**src/rtl/sce_pkg.sv**
```systemverilog
// Package for the safety-gated command executor.
// Holds the command code layout: a 2-bit group and a 2-bit index.
// Assumes the code is exactly 4 bits wide.
package sce_pkg;
    localparam int CODE_W = 4;
    localparam int IDX_W  = 2;

    // Command group, taken from code bits [3:2]
    typedef enum logic [1:0] {
        GRP_MISC = 2'd0,
        GRP_LINK = 2'd1,
        GRP_FSET = 2'd2,
        GRP_FCLR = 2'd3
    } cmd_grp_e;

    // Index values used inside the misc group
    localparam logic [IDX_W-1:0] OP_NOP     = 2'd0;
    localparam logic [IDX_W-1:0] OP_ARM     = 2'd1;
    localparam logic [IDX_W-1:0] OP_CPU_ON  = 2'd2;
    localparam logic [IDX_W-1:0] OP_CPU_OFF = 2'd3;

    // Link index value that selects every link
    localparam logic [IDX_W-1:0] IDX_ALL = 2'd3;
endpackage

```
**src/rtl/sce_decode.sv**
```systemverilog
// Combinational command classifier.
// It splits a code into one-hot action requests and a criticality flag.
// Assumes NUM_LINKS <= 3 and NUM_FLAGS <= 4, so the 2-bit index covers them.
module sce_decode
    import sce_pkg::*;
#(
    parameter int NUM_LINKS = 3,
    parameter int NUM_FLAGS = 4
) (
    input  logic [CODE_W-1:0]    code,
    output logic                 is_arm,
    output logic                 is_crit,
    output logic                 cpu_on,
    output logic                 cpu_off,
    output logic [NUM_LINKS-1:0] link_mask,
    output logic [NUM_FLAGS-1:0] fset,
    output logic [NUM_FLAGS-1:0] fclr
);
    cmd_grp_e         grp;
    logic [IDX_W-1:0] idx;

    // Purpose: split the code into its group and index fields
    always_comb begin
        grp = cmd_grp_e'(code[CODE_W-1:IDX_W]);
        idx = code[IDX_W-1:0];
    end

    // Purpose: decode the misc group and decide criticality
    always_comb begin
        is_arm  = (grp == GRP_MISC) && (idx == OP_ARM);
        cpu_on  = (grp == GRP_MISC) && (idx == OP_CPU_ON);
        cpu_off = (grp == GRP_MISC) && (idx == OP_CPU_OFF);
        is_crit = cpu_on || (grp == GRP_LINK);
    end

    // One select bit per link; the all-links index sets every bit
    for (genvar l = 0; l < NUM_LINKS; l++) begin : g_link
        assign link_mask[l] = (grp == GRP_LINK) &&
                              ((idx == IDX_ALL) || (idx == IDX_W'(l)));
    end

    // One set request and one clear request per user flag
    for (genvar f = 0; f < NUM_FLAGS; f++) begin : g_flag
        assign fset[f] = (grp == GRP_FSET) && (idx == IDX_W'(f));
        assign fclr[f] = (grp == GRP_FCLR) && (idx == IDX_W'(f));
    end
endmodule

```
**src/rtl/sce_arm_gate.sv**
```systemverilog
// One-shot arm register and admission gate.
// An arm command sets the bit. Any critical command clears it, whether
// or not it ran. A critical command that arrives while disarmed is refused
// and reported one cycle later. Assumes a synchronous, active-low reset.
module sce_arm_gate (
    input  logic clk,
    input  logic rst_n,
    input  logic valid,
    input  logic is_arm,
    input  logic is_crit,
    output logic exec_en,
    output logic reject,
    output logic armed
);
    logic armed_q;
    logic reject_q;

    // Purpose: admit non-critical commands always, critical ones only when armed
    always_comb begin
        exec_en = valid && (!is_crit || armed_q);
    end

    // Purpose: track the arm bit; it is consumed by any critical command
    always_ff @(posedge clk) begin
        if (!rst_n) begin
            armed_q <= 1'b0;
        end else if (valid && is_arm) begin
            armed_q <= 1'b1;
        end else if (valid && is_crit) begin
            armed_q <= 1'b0;
        end
    end

    // Purpose: raise a one-cycle reject for a critical command that was refused
    always_ff @(posedge clk) begin
        if (!rst_n) begin
            reject_q <= 1'b0;
        end else begin
            reject_q <= valid && is_crit && !armed_q;
        end
    end

    assign reject = reject_q;
    assign armed  = armed_q;
endmodule

```
**src/rtl/sce_outputs.sv**
```systemverilog
// Output register bank.
// Holds the processor reset flag and the user flags, which are level and
// active low. Drives the link reset pulses, which last one cycle. Requests
// take effect only when exec_en is high. Assumes a synchronous, active-low
// reset.
module sce_outputs #(
    parameter int NUM_LINKS = 3,
    parameter int NUM_FLAGS = 4
) (
    input  logic                 clk,
    input  logic                 rst_n,
    input  logic                 exec_en,
    input  logic                 cpu_on,
    input  logic                 cpu_off,
    input  logic [NUM_LINKS-1:0] link_mask,
    input  logic [NUM_FLAGS-1:0] fset,
    input  logic [NUM_FLAGS-1:0] fclr,
    output logic                 cpu_rst_n,
    output logic [NUM_FLAGS-1:0] flag_n,
    output logic [NUM_LINKS-1:0] link_rst
);
    logic                 cpu_q;
    logic [NUM_FLAGS-1:0] flag_q;
    logic [NUM_LINKS-1:0] link_q;

    // Purpose: hold the processor reset level (1 = released)
    always_ff @(posedge clk) begin
        if (!rst_n) begin
            cpu_q <= 1'b1;
        end else if (exec_en && cpu_on) begin
            cpu_q <= 1'b0;
        end else if (exec_en && cpu_off) begin
            cpu_q <= 1'b1;
        end
    end

    // One register per user flag
    for (genvar f = 0; f < NUM_FLAGS; f++) begin : g_flag
        // Purpose: hold one user flag level (1 = deasserted)
        always_ff @(posedge clk) begin
            if (!rst_n) begin
                flag_q[f] <= 1'b1;
            end else if (exec_en && fset[f]) begin
                flag_q[f] <= 1'b0;
            end else if (exec_en && fclr[f]) begin
                flag_q[f] <= 1'b1;
            end
        end
    end

    // Purpose: issue link reset pulses that last one cycle
    always_ff @(posedge clk) begin
        if (!rst_n) begin
            link_q <= '0;
        end else begin
            link_q <= exec_en ? link_mask : '0;
        end
    end

    assign cpu_rst_n = cpu_q;
    assign flag_n    = flag_q;
    assign link_rst  = link_q;
endmodule

```
**src/rtl/safe_cmd_exec.sv**
```systemverilog
// Top of the safety-gated command executor.
// Connects the decoder, the arm gate and the output bank. Every output
// is registered, so a command sampled on one edge shows up right after it.
// Assumes a synchronous, active-low reset and commands already decoded upstream.
module safe_cmd_exec
    import sce_pkg::*;
#(
    parameter int NUM_LINKS = 3,
    parameter int NUM_FLAGS = 4
) (
    input  logic                 clk,
    input  logic                 rst_n,
    input  logic                 cmd_valid,
    input  logic [CODE_W-1:0]    cmd_code,
    output logic                 cpu_rst_n,
    output logic [NUM_FLAGS-1:0] usr_flag_n,
    output logic [NUM_LINKS-1:0] link_rst,
    output logic                 cmd_reject
);
    logic                 is_arm;
    logic                 is_crit;
    logic                 cpu_on;
    logic                 cpu_off;
    logic [NUM_LINKS-1:0] link_mask;
    logic [NUM_FLAGS-1:0] fset;
    logic [NUM_FLAGS-1:0] fclr;
    logic                 exec_en;
    logic                 arm_state;

    sce_decode #(
        .NUM_LINKS(NUM_LINKS),
        .NUM_FLAGS(NUM_FLAGS)
    ) u_decode (
        .code     (cmd_code),
        .is_arm   (is_arm),
        .is_crit  (is_crit),
        .cpu_on   (cpu_on),
        .cpu_off  (cpu_off),
        .link_mask(link_mask),
        .fset     (fset),
        .fclr     (fclr)
    );

    sce_arm_gate u_gate (
        .clk    (clk),
        .rst_n  (rst_n),
        .valid  (cmd_valid),
        .is_arm (is_arm),
        .is_crit(is_crit),
        .exec_en(exec_en),
        .reject (cmd_reject),
        .armed  (arm_state)
    );

    sce_outputs #(
        .NUM_LINKS(NUM_LINKS),
        .NUM_FLAGS(NUM_FLAGS)
    ) u_out (
        .clk      (clk),
        .rst_n    (rst_n),
        .exec_en  (exec_en),
        .cpu_on   (cpu_on),
        .cpu_off  (cpu_off),
        .link_mask(link_mask),
        .fset     (fset),
        .fclr     (fclr),
        .cpu_rst_n(cpu_rst_n),
        .flag_n   (usr_flag_n),
        .link_rst (link_rst)
    );
endmodule

```
**config.mk**
```make
export PLATFORM = sky130hd
export DESIGN_NAME = safe_cmd_exec
export DESIGN_NICKNAME = d
export VERILOG_FILES = /design/src/rtl/sce_pkg.sv /design/src/rtl/sce_decode.sv /design/src/rtl/sce_arm_gate.sv /design/src/rtl/sce_outputs.sv /design/src/rtl/safe_cmd_exec.sv
export SDC_FILE = /design/constraint.sdc
export NUM_CORES = 1
export LEC_CHECK = 0
export CORE_AREA = 10 10 47 49
export DETAILED_ROUTE_END_ITERATION = 10
export DIE_AREA = 0 0 57 59
export DONT_BUFFER_PORTS = 1
export GPL_ROUTABILITY_DRIVEN = 0
export HOLD_SLACK_MARGIN = 0.12
export PLACE_DENSITY = 0.66
export SLEW_MARGIN = 30
export SYNTH_ARGS = -nofsm -noshare
export SYNTH_HDL_FRONTEND = slang
export SYNTH_HIERARCHICAL = 1
export SYNTH_SLANG_ARGS = --single-unit
```
**constraint.sdc**
```tcl
create_clock -name clk -period 4.77 [get_ports clk]
set_clock_uncertainty 0.15 [all_clocks]
set_input_delay 0.7155 -clock clk [delete_from_list [all_inputs] [get_ports clk]]
set_output_delay 0.7155 -clock clk [all_outputs]
set_load 0.03 [all_outputs]
```
==> metrics.md, run 1 <==
| Metric | Value |
|---|---|
| Status | completed |
| Worst Setup Path Type | in -> reg |
| Vias per cell | 5.146 |
| Number of global-route vias before repair | 396 |
| Routed wire length | 1089 um |
| Final setup violation count | 0 |
| Fmax | 0.4731 GHz |
| Slew Limit Fails | 0 |
| Final period util | 44.31% |
| Syn Nets | 75 |
| DR iter-0 viols | 4 |
| Tot GR Track Use | 7.004% |
| IO Pins | 16 |
| Number of diodes | 0 |
| Initial Util | 39.73% |
| Clk pin slew, worst setup/hold paths | 0.07 ns |
| Leakage Power | 0.0002818 uW |
| Initial antenna violation count | 0 |
| Sequential cell area | 200.2 um2 |
| H-tree Lvls | 1 |
| Max Cap Viol | 0 |
| CTS resizes | 0 |
| Max-slew headroom | 49.63% |
| Standard-cell rows | 14 |
| Die area | 3363 um2 |
| CTS tree | yes |
| Final Hold Viols | 0 |
| Pre-antenna DRT Iters | 4 |
| Sequential area share after synthesis | 35.96% |
| Warnings from Yosys | 6 |
| Switching pwr | 40.71 uW |
| Clk pwr share | 42.5% |
| Die height | 59 um |
| Mapped Cells | 63 |
| Global route overflow | 0 |
| Crit. End Element | register |
| Footprint of the multi-input gates | 334.1 um2 |
| RSZ-0062 raised after global routing | false |
| WL/cell | 13.28 um |
| Clock sinks | 10 |
| First-pass GRT wire length | 1876 um |
| DP Wirelength | 813.4 um |
| Core Box Area | 1401 um2 |
| CP Data Arrival Time | 2.12 ns |
| Fillers | 142 |
| Antenna viol nets, final | 0 |
| PD cells | 296.8 nW/um2 |
| Register share of total power | 49.6% |
| # nets final | 79 |
| Max clock buf depth | 2 |
| Port Buffers | 0 |
| Most frequent cells in the layout | 10 x dfxtp_1, 8 x nor2_1, 8 x and2_1 |
| Maximum VDD drop | 0.1406 mV |
| Pin count of the biggest net entering global routing | 14 |
| CP max FO | 13 |
| Vias | 422 |
| Startpoint types | primary input |
| Post-layout util | 42.95% |
| Sw Share | 22.79% |
| Fraction of layout cells with a size suffix above 1 | 28.79% |
| Worst Path Required | 4.77 ns |
| Post-CTS Hold Fix Bufs | 0 |
| Num CTS Buffers | 3 |
| Reg2Reg Setup Slack | 3.21 ns |
| Logic pwr share | 7.9% |
| Setup Buffers After CTS | 0 |
| Placed instance area | 565.5 um2 |
| Fin crit period | 2.114 ns |
| Post-Syn Area per Cell | 8.838 um2 |
| Cell Int Power | 137.9 uW |
| Worst slew pin tran | 0.7539 ns |
| DIE WIDTH | 57 um |
| TNS Setup | 0 ns |
| Final Instance Area | 601.8 um2 |
| Flops & latches, synth | 10 |
| DRC | 0 |
| Tightest Hold Check Type | reg -> reg |
| Clock root buffer | clkbuf_4 |
| Synth Cell Area | 556.8 um2 |
| Worst-Skew Late Latency | 0.26 ns |
| Commonest non-fill, non-tap cell in the layout | dfxtp_1 |
| Synth cell types | 20 |
| Area grow syn2layout | 8.090% |
==> per-layer routing <==
| metal | vias to the layer above | share of wire [%] | track usage (%) |
|---|---|---|---|
| met5 | - | 0 | 0 |
| met4 | 0 | 0.92 | 4.027 |
| met3 | 2 | 12 | 4.721 |
| met2 | 17 | 43 | 9.767 |
| met1 | 184 | 44 | 7.729 |
| li1 | 219 | - | - |
==> area by class of cell <==
cell class	count	share of cell area [%]
Multi-Input combinational cell	49	55.51
Sequential cell	10	33.26
Clock buffer	4	6.029
Tap cell	16	3.326
Inverter	3	1.871
==> kinds of logic after synthesis <==
family          Yosys count  synth area share [%]
simple gates             32                 36.18
compound gates           12                 12.58
flops                    10                 35.95
fa+ha+maj                 5                 11.24
buf+inv                   4                 4.045
==> stage by stage <==
stage / setup slack (ns) / hold WS, ns / total power (uW) / std cells
final: 2.656 / 0.3268 / 178.6 / 82
after global routing: 2.419 / 0.3386 / 186.9 / 82
after CTS: 2.681 / 0.3315 / 181.8 / 82
after detailed placement: 2.407 / 0.3141 / 104.5 / 78
after global placement: 2.154 / 0.3099 / 104.2 / 78
after floorplan: 2.756 / 0.2987 / 102.8 / 63
==> power groups by stage <==
stage | Clock [uW] | Combinational (uW) | Sequential [uW]
final | 75.9 | 14.1 | 88.6
after global routing | 81.8 | 16.2 | 88.8
after floorplan | 0 | 12.5 | 90.3
after detailed placement | 0 | 13.8 | 90.7
after CTS | 79.1 | 14.0 | 88.7
after global placement | 0 | 13.5 | 90.7
==> flip-flops by register name, indices dropped and copies added (netlist names) <==
name	count
u_gate/reject	1
u_out/flag_n	4
u_out/cpu_rst_n	1
u_gate/armed	1
u_out/link_rst	3
==> critical path, cell delays in order <==
cell and delay, ns:
inv_1 0.03, ha_1 0.24, nor2_1 0.10, nor2_1 0.07, a21boi_1 0.61, and2_2 0.27
o21ai_0 0.08
==> cell usage after synthesis <==
cell,number,area (um2)
dfxtp_1,10,200.2
and2_1,8,50.05
nor2_1,8,30.03
and3_2,7,52.55
a21oi_1,5,25.02
ha_1,5,62.56
and2_2,3,22.52
inv_1,3,11.26
o21ai_0,3,15.01
a21boi_0,1,7.510
a31o_1,1,8.760
and2_4,1,8.760
and3_1,1,6.260
and4_2,1,10.01
buf_6,1,11.26
nand2_1,1,3.750
nand2b_2,1,8.760
nor2b_2,1,8.760
o21ai_1,1,5.000
o21ai_2,1,8.760
==> final timing paths <==
check / start / to / cells past startpoint
max: cmd_code[0] / u_out/flag_n[3] / 7
min: u_gate/armed / u_gate/armed / 1
max reg2reg: u_gate/armed / u_out/flag_n[3] / 4
min reg2reg: u_gate/armed / u_gate/armed / 1
Power figures use the tool's default switching activity.
==> run 2: changes to the inputs <==
--- a/config.mk
+++ b/config.mk
@@ -11,7 +11,7 @@
 export DONT_BUFFER_PORTS = 1
 export GPL_ROUTABILITY_DRIVEN = 0
 export HOLD_SLACK_MARGIN = 0.12
-export PLACE_DENSITY = 0.66
+export PLACE_DENSITY = 0.68
 export SLEW_MARGIN = 30
 export SYNTH_ARGS = -nofsm -noshare
 export SYNTH_HDL_FRONTEND = slang
==> constraint.sdc (replaced) <==
create_clock -name clk -period 1.7 [get_ports clk]
set_clock_uncertainty 0.15 [all_clocks]
set_input_delay 0.255 -clock clk [delete_from_list [all_inputs] [get_ports clk]]
set_output_delay 0.255 -clock clk [all_outputs]
set_load 0.03 [all_outputs]
==> metrics.md, run 2 (synthesis results as in run 1) <==
| Metric | Value |
|---|---|
| Pin count of the biggest net entering global routing | 14 |
| Tot GR Track Use | 7.143% |
| DP Wirelength | 858.8 um |
| DRC | 0 |
| Area grow syn2layout | 14.83% |
| Crit. End Element | register |
| Vias | 451 |
| Reg2Reg Setup Slack | 0.46 ns |
| Antenna viol nets, final | 0 |
| CP max FO | 13 |
| Worst-Skew Late Latency | 0.26 ns |
| Hold depth | 3 |
| IO Pins | 16 |
| Maximum VDD drop | 0.3316 mV |
| PD cells | 804.8 nW/um2 |
| Commonest non-fill, non-tap cell in the layout | dfxtp_1 |
| Hold Path Sink | u_out/link_rst[0] |
| Vias per cell | 5.244 |
| Crit path launch | cmd_code[3] |
| Clk pin slew, worst setup/hold paths | 0.07 ns |
| Clock root buffer | clkbuf_4 |
| Final Instance Area | 639.4 um2 |
| Global route overflow | 0 |
| Number of diodes | 0 |
| First-pass GRT wire length | 1807 um |
| HP Start | cmd_code[2] |
| TNS Setup | 0 ns |
| Startpoint types | primary input |
| DIE WIDTH | 57 um |
| Leakage Power | 0.0002988 uW |
| Final setup violation count | 0 |
| Fraction of layout cells with a size suffix above 1 | 28.57% |
| Initial Util | 39.73% |
| Placed insts | 79 |
| Post-Layout Cell Count | 86 |
| Max reg flops | 4 |
| Standard-cell rows | 14 |
| Tightest Hold Check Type | in -> reg |
| Reg2Reg Depth | 5 |
| FF-to-FF End | u_out/flag_n[2] |
| Die height | 59 um |
| Slew Limit Fails | 0 |
| Worst Path Required | 1.74 ns |
| CTS tree | yes |
| Max-slew headroom | 76.74% |
| Fin crit period | 1.595 ns |
| Worst slew pin tran | 0.3477 ns |
| Routed wire length | 1196 um |
| H-tree Lvls | 1 |
| Fmax | 0.6269 GHz |
| Die area | 3363 um2 |
| Final Hold Viols | 0 |
| DR iter-0 viols | 5 |
| Max Cap Viol | 0 |
| Pre-antenna DRT Iters | 4 |
| Status | completed |
| # nets final | 83 |
| Clock sinks | 10 |
| Port Buffers | 0 |
| Max clock buf depth | 2 |
| Core Box Area | 1401 um2 |
| Placed instance area | 573.1 um2 |
| Number of global-route vias before repair | 375 |
| WL/cell | 13.91 um |
| Num CTS Buffers | 3 |
| Most frequent cells in the layout | 10 x dfxtp_1, 8 x nor2_1, 8 x and2_1 |
| Worst Setup Path Type | in -> reg |
| CTS resizes | 0 |
| RSZ-0062 raised after global routing | false |
| CP Data Arrival Time | 1.63 ns |
| Final period util | 93.83% |
| Hold_ws | 0.1605 ns |
| Initial antenna violation count | 0 |
| R2r startpoint | u_gate/armed |
==> run 2: cell types whose count changed in the layout (fill, tap and decap cells not counted), sizes merged <==
cell	delta
dlygate4sd3	+3
buf	+1
==> run 2: power breakdown <==
group          switching, uW  leakage [uW]  total [uW]  internal, uW
Clock                   84.2     0.0000210         214           130
Combinational           26.7      0.000197        51.7          25.0
Sequential              10.2     0.0000811         249           239
Total                    121      0.000299         515           393
==> run 2: layer usage <==
layer,track usage [%],wire (um),up-vias
met5,0,0,-
met4,6.040,13,0
met3,5.365,118,2
met2,9.767,566,8
met1,7.041,497,213
li1,-,-,228
==> run 2: worst max-delay path, stage by stage <==
cell and delay (ns):
dlygate4sd3_1 0.57, nor2_1 0.17, a21boi_0 0.11, buf_4 0.19, and2_2 0.19, o21ai_0 0.15
==> run 2: worst max path at each step <==
stage,endpoint,slack [ns],depth (start not counted)
finish,u_out/cpu_rst_n,0.10,6
global route,u_out/cpu_rst_n,0.02,6
CTS,u_out/cpu_rst_n,0.13,6
detailed placement,u_out/cpu_rst_n,0.1,8
global placement,u_out/cpu_rst_n,0.08,8
floorplan,u_out/flag_n[1],0.15,8
==> run 2: layout make-up <==
type,instances,area (um2)
fill,151,762.0
multi-input combinational,49,334.1
sequential,10,200.2
timing repair buffer,4,37.54
clock buffer,4,36.28
tap,16,20.02
inverter,3,11.26
==> run 2: stage by stage <==
step / worst slack (ns) / total power [uW] / utilization, %
floorplan: 0.1467 / 288.4 / -
CTS: 0.1258 / 526.6 / 45.63
detailed placement: 0.09808 / 295.6 / 40.89
global placement: 0.08188 / 295.0 / 40.89
global route: 0.02210 / 541.2 / 45.63
finish: 0.1048 / 514.6 / 45.63
==> run 2: what timing repair did <==
action | CTS | global route
setup buffers | 0 | 0
hold endpoints to repair | 10 | 0
hold buffers | 3 | 0
